$ cat src/rtl/lut_slice_pkg.sv
package lut_slice_pkg;
    localparam int NUM_LUT = 4;
    localparam int LUT_K   = 6;
    localparam int CFG_W   = 1 << LUT_K;
    localparam int SEL_W   = $clog2(NUM_LUT);
    localparam int NUM_F7  = NUM_LUT / 2;

    typedef struct packed {
        logic [CFG_W-1:0]              shadow;
        logic                          armed;
        logic [SEL_W-1:0]              tgt;
        logic [NUM_LUT-1:0][CFG_W-1:0] tbl;
    } ldr_state_t;
endpackage

$ cat src/rtl/lut_cfg_loader.sv
module lut_cfg_loader
    import lut_slice_pkg::*;
(
    input  logic                          clk,
    input  logic                          rst_n,
    input  logic                          cfg_load,
    input  logic [SEL_W-1:0]              cfg_sel,
    input  logic                          cfg_bit,
    output logic [NUM_LUT-1:0][CFG_W-1:0] tbl_o
);
    ldr_state_t s_d, s_q;

    always_comb begin
        s_d = s_q;
        s_d.armed = cfg_load;
        if (cfg_load) begin
            s_d.shadow = {s_q.shadow[CFG_W-2:0], cfg_bit};
            s_d.tgt    = cfg_sel;
        end
        if (s_q.armed && !cfg_load) begin
            s_d.tbl[s_q.tgt] = s_q.shadow;
        end
    end

    always_ff @(posedge clk or negedge rst_n) begin
        if (!rst_n) s_q <= '0;
        else        s_q <= s_d;
    end

    assign tbl_o = s_q.tbl;

    // the staged word lands in the latched target on the commit edge
    a_r2_commit_word: assert property (@(posedge clk) disable iff (!rst_n)
        (s_q.armed && !cfg_load) |=> (s_q.tbl[$past(s_q.tgt)] == $past(s_q.shadow)));

    // tables do not move except on a commit edge
    a_r9_tables_hold: assert property (@(posedge clk) disable iff (!rst_n)
        !(s_q.armed && !cfg_load) |=> $stable(s_q.tbl));
endmodule

$ cat src/rtl/lut6_frac.sv
module lut6_frac
    import lut_slice_pkg::*;
(
    input  logic [CFG_W-1:0] cfg_word,
    input  logic [LUT_K-1:0] sel,
    input  logic             dual,
    output logic             o6,
    output logic             o5
);
    logic [LUT_K-1:0] idx_hi;
    logic [LUT_K-1:0] idx_lo;

    always_comb begin
        idx_hi = {(dual | sel[LUT_K-1]), sel[LUT_K-2:0]};
        idx_lo = {1'b0, sel[LUT_K-2:0]};
        o6     = cfg_word[idx_hi];
        o5     = cfg_word[idx_lo];
    end
endmodule

$ cat src/rtl/lut_wide_mux.sv
module lut_wide_mux
    import lut_slice_pkg::*;
(
    input  logic [NUM_LUT-1:0] o6_in,
    input  logic [NUM_F7-1:0]  f7_sel,
    input  logic               f8_sel,
    output logic [NUM_F7-1:0]  f7_out,
    output logic               f8_out
);
    for (genvar p = 0; p < NUM_F7; p++) begin : g_f7
        always_comb begin
            f7_out[p] = f7_sel[p] ? o6_in[2*p+1] : o6_in[2*p];
        end
    end

    always_comb begin
        f8_out = f8_sel ? f7_out[1] : f7_out[0];
    end
endmodule

$ cat src/rtl/lut_slice.sv
module lut_slice
    import lut_slice_pkg::*;
(
    input  logic                          clk,
    input  logic                          rst_n,
    input  logic                          cfg_load,
    input  logic [SEL_W-1:0]              cfg_sel,
    input  logic                          cfg_bit,
    input  logic [NUM_LUT-1:0][LUT_K-1:0] lut_in,
    input  logic [NUM_LUT-1:0]            mode_dual,
    input  logic [NUM_F7-1:0]             f7_sel,
    input  logic                          f8_sel,
    output logic [NUM_LUT-1:0]            o6,
    output logic [NUM_LUT-1:0]            o5,
    output logic [NUM_F7-1:0]             f7_out,
    output logic                          f8_out
);
    logic [NUM_LUT-1:0][CFG_W-1:0] tbl;

    lut_cfg_loader u_loader (
        .clk      (clk),
        .rst_n    (rst_n),
        .cfg_load (cfg_load),
        .cfg_sel  (cfg_sel),
        .cfg_bit  (cfg_bit),
        .tbl_o    (tbl)
    );

    for (genvar t = 0; t < NUM_LUT; t++) begin : g_lut
        lut6_frac u_lut (
            .cfg_word (tbl[t]),
            .sel      (lut_in[t]),
            .dual     (mode_dual[t]),
            .o6       (o6[t]),
            .o5       (o5[t])
        );

        // in dual mode the sixth input cannot move o6
        a_r5_dual_ignores_top: assert property (@(posedge clk) disable iff (!rst_n)
            (mode_dual[t] && $stable(mode_dual[t]) && $stable(tbl[t])
             && $stable(lut_in[t][LUT_K-2:0])) |-> $stable(o6[t]));

        // o5 depends only on the five low inputs and the stored word
        a_r4_o5_mode_free: assert property (@(posedge clk) disable iff (!rst_n)
            ($stable(tbl[t]) && $stable(lut_in[t][LUT_K-2:0])) |-> $stable(o5[t]));
    end

    lut_wide_mux u_wide (
        .o6_in  (o6),
        .f7_sel (f7_sel),
        .f8_sel (f8_sel),
        .f7_out (f7_out),
        .f8_out (f8_out)
    );

    // each seven-input result follows the chosen table of its pair
    a_r6_f7_ab_pick: assert property (@(posedge clk) disable iff (!rst_n)
        f7_sel[0] |-> (f7_out[0] == o6[1]));
    a_r6_f7_cd_pick: assert property (@(posedge clk) disable iff (!rst_n)
        !f7_sel[1] |-> (f7_out[1] == o6[2]));

    // the eight-input result follows the chosen seven-input result
    a_r7_f8_pick: assert property (@(posedge clk) disable iff (!rst_n)
        f8_sel |-> (f8_out == f7_out[1]));
endmodule

$ cat config.mk
export PLATFORM = sky130hd
export DESIGN_NAME = lut_slice
export DESIGN_NICKNAME = d
export VERILOG_FILES = /design/src/rtl/lut_slice_pkg.sv /design/src/rtl/lut_cfg_loader.sv /design/src/rtl/lut6_frac.sv /design/src/rtl/lut_wide_mux.sv /design/src/rtl/lut_slice.sv
export SDC_FILE = /design/constraint.sdc
export NUM_CORES = 1
export LEC_CHECK = 0
export BUFFER_PORTS_ARGS = -buffer_cell sky130_fd_sc_hd__buf_2
export CORE_ASPECT_RATIO = 1.75
export CORE_MARGIN = 8
export CORE_UTILIZATION = 40
export DETAILED_ROUTE_END_ITERATION = 7
export HOLD_SLACK_MARGIN = 0.02
export PLACE_DENSITY = 0.69
export SLEW_MARGIN = 5
export SYNTH_ARGS = -nofsm -noshare
export SYNTH_HDL_FRONTEND = slang
export SYNTH_SLANG_ARGS = --single-unit
$ cat constraint.sdc
create_clock -name clk -period 1.75 [get_ports clk]
set_input_delay 0 -clock clk [delete_from_list [all_inputs] [get_ports clk]]
set_output_delay 0 -clock clk [all_outputs]
set_load 0.02 [all_outputs]
==> impl_metrics.py <==
metrics = {
    "drt": {
        "drc": 0,
        "dr_total_vias": 8693,
        "drt_iter0_drc": 622,
        "wl_per_cell_microns": 24.4,
        "antenna_left": 0,
        "first_pass_iters": 5,
        "wirelength_mm": 37.6,
        "vias_per_cell": 5.64,
    },
    "sta": {
        "setup_violations": 11,
        "report.final.hold_viol_count": 0,
        "setup_ws_ps": -1170,
        "max_slew_margin": 0.594,
        "drv_slew": 0,
        "fin_skew_ps": 10.9,
        "min_period_ps": 2920,
        "rsz0062_at_grt": "true",
        "max_freq_mhz": 342,
        "timing.final.crit_share": 1.67,
        "timing.setup.tns_ps": -8730,
        "tightest_slew_ps": 594,
    },
    "pwr": {
        "p_sw_uw": 5460,
        "pwr-share-clk": 0.324,
        "ir_drop_mv": 0.669,
        "power_frac_seq": 0.499,
        "combinationalPowerShare": 0.177,
        "power.leakage_uw": 0.00816,
        "power_density_nw_per_um2": 1160,
        "intPower_uw": 14700,
        "sw_frac_of_total": 0.271,
    },
    "setup_path": {
        "crit_path_top_delay_cell": "mux4_2",
        "crit_type": "flip-flop to output port",
        "worst_setup_path_end_kind": "output port",
        "slowest_delay_ps": 490,
        "critical_path_buf_inv_count": 2,
        "worstSetupStartpointType": "flip-flop",
        "cp_cell_sequence": "mux4_2, mux4_2, mux2i_2, nor3b_2, a2111oi_2, buf_4, a41oi_2, buf_4",
        "reg2reg_from": "u_loader.s_q[257]",
        "path_max_fanout": 2,
        "cpLargestDelayFamily": "multiplexers",
        "startpoint": "u_loader.tbl_o[250]",
        "worstPathRequired_ps": 1750,
        "critical_path_arrival_ps": 2920,
    },
    "clock_network": {
        "ctsHtreeMaxLevel": 1,
        "cts_buffers": 27,
        "cts.path.max_buffers": 3,
        "cts_root_buffer": "clkbuf_16",
        "clkSinkCount": 323,
        "cts_tree": "done",
        "clk_pin_slew_worst_paths_ps": 70,
        "worst_skew_pair.late_latency_ps": 550,
    },
    "grt": {
        "antenna_found_initial": 0,
        "grt_pass1_vias": 9183,
        "track_usage": 0.175,
        "grt_pass1_wl_mm": 57.5,
        "grt-ovfl-total": 0,
        "grt_max_degree": 66,
    },
    "placement": {
        "gp_congestion": 0.893,
        "dp_hpwl_mm": 26.6,
        "port-buffer-count": 47,
    },
    "min_path": {
        "holdCritStartpoint": "cfg_sel[0]",
        "hp-class": "input pin to flip-flop",
    },
    "floorplan": {
        "rows": 92,
        "fp.dieH_microns": 267,
        "core_area_sq_um": 35800,
        "io_pins": 48,
        "initial_utilization": 0.403,
        "dieArea_sq_um": 42600,
        "die_x_microns": 160,
    },
    "synth": {
        "netlist_instances": 937,
        "syn-num-nets": 974,
        "synth_edf_count": 0,
        "seq_area_frac_synth": 0.560,
        "yosys_warnings": 0,
        "ys.flop_type": "dfrtp_1",
        "synth_area_sq_um": 14400,
        "synth-seq-cells": 323,
        "synthArstFlopShare": 1.00,
        "syn_area_per_cell_sq_um": 15.4,
        "synth_cell_types": 52,
    },
    "finish": {
        "nets": 1089,
        "n_antenna_cell": 0,
        "syn_to_final_growth_pct": 20.6,
        "drive_gt1_frac": 0.565,
        "utilization": 0.486,
    },
    "outcome": {
        "violations": "setup timing",
        "status": "finished with violations",
    },
    "flow_run": {
        "cap_violations": 0,
    },
}
[flip-flops by register name (all words and copies together) (netlist names)]
name	cells
u_loader.tbl_o	256
u_loader.s_q	67
[synth_stat cells, types with 3 or more instances]
cell       instances  area, sq um
a211oi_1           3         22.5
nor2b_1            7         43.8
nor3_1             6         30.0
dfrtp_1          323         8080
buf_6              3         33.8
buf_4              8         60.1
inv_1              9         33.8
mux2i_1           43          430
a22oi_1            9         67.6
a31oi_1            3         18.8
mux4_1             3         78.8
nand2_1            7         26.3
a311oi_1           4         35.0
o22ai_1            4         25.0
nor2_1            12         45.0
clkbuf_1          42          158
o21ai_0            3         15.0
a2111oi_0          3         26.3
nor3b_1            4         30.0
nand2b_1           5         31.3
nand4_1            4         25.0
mux2_2           330         3720
buf_2             13         65.1
mux4_2            43          968
a21oi_1            3         15.0
nand3_1            8         40.0
[repair_timing]
item	CTS	global route
pin swaps	9	14
setup buffers	5	4
setup endpoints to repair	95	107
hold buffers	6	0
gates resized for setup	50	23
gates cloned	1	2
hold endpoints to repair	331	0
[stage by stage]
| stage | power (uW) | cell area [sq um] | worst slack, ps | hold slack (ps) | std cells |
|---|---|---|---|---|---|
| 2_1_floorplan | 11900 | 14500 | -188 | -296 | 937 |
| 3_3_place_gp | 13300 | 16000 | -606 | -68.8 | 1478 |
| 3_5_place_dp | 13500 | 16000 | -709 | -61.2 | 1478 |
| 4_1_cts | 20200 | 17300 | -1250 | 205 | 1538 |
| 5_1_grt | 21000 | 17400 | -1280 | 220 | 1542 |
| 6_report | 20100 | 17400 | -1170 | 216 | 1542 |
[path summary, 6_finish.rpt]
kind                       cells after the start  slack, ps                  end
setup reg to reg                               4         20  u_loader.tbl_o[125]
hold / removal                                 3        220    u_loader.s_q[256]
hold reg to reg                                1        500   u_loader.tbl_o[87]
setup / recovery                               8      -1170               f8_out
max in group asynchronous                      4        570   u_loader.tbl_o[99]
min in group asynchronous                      3        480  u_loader.tbl_o[188]
[layout by cell type (no fill, tap or decap), types with 6 or more instances in the layout]
master	synthesis	final
buf_6	3	16
a22oi_1	9	9
buf_4	8	71
clkbuf_8	0	7
inv_1	9	7
buf_2	13	35
buf_12	0	20
nand3_1	8	6
clkbuf_16	0	29
nor2_1	12	12
mux2_2	330	329
nand2_1	7	7
dlygate4sd3_1	0	6
nor2b_1	7	7
dfrtp_1	323	322
mux2i_1	43	40
mux4_2	43	45
[layer usage]
layer	track usage	part of all wire	wire (microns)
met4	0.0880	0.050	1880
met3	0.0160	0.036	1340
met1	0.200	0.37	13800
met2	0.323	0.55	20600
met5	0	0	0
[cells by family after synthesis]
group                  after synthesis  synth area share
AOI/OAI and AO/OA                   50            0.0278
buffers and inverters               77            0.0248
DFF                                323             0.560
muxes                              419             0.360
and+or+nand+nor                     68            0.0269
[worst min-delay path, stage by stage]
cell	delay (ps)
dlygate4sd3_1	520
buf_2	90
mux2_2	130
[power groups by stage]
stage | clock network, uW | registers, uW | logic (uW)
after CTS | 6650 | 10000 | 3520
after global placement | 0 | 10100 | 3180
after detailed placement | 0 | 10200 | 3280
final | 6520 | 10000 | 3570
after global routing | 6910 | 10200 | 3830
after floorplan | 0 | 9540 | 2320
[layout make-up]
type,count,area [sq um]
timing repair buffer,153,1470
sequential,323,8080
inverter,10,40.0
multi-input combinational,537,6250
tap,470,588
fill,2984,18400
clock buffer,36,779
clock inverter,13,184
No activity file was read; power rests on OpenSTA's default activity.
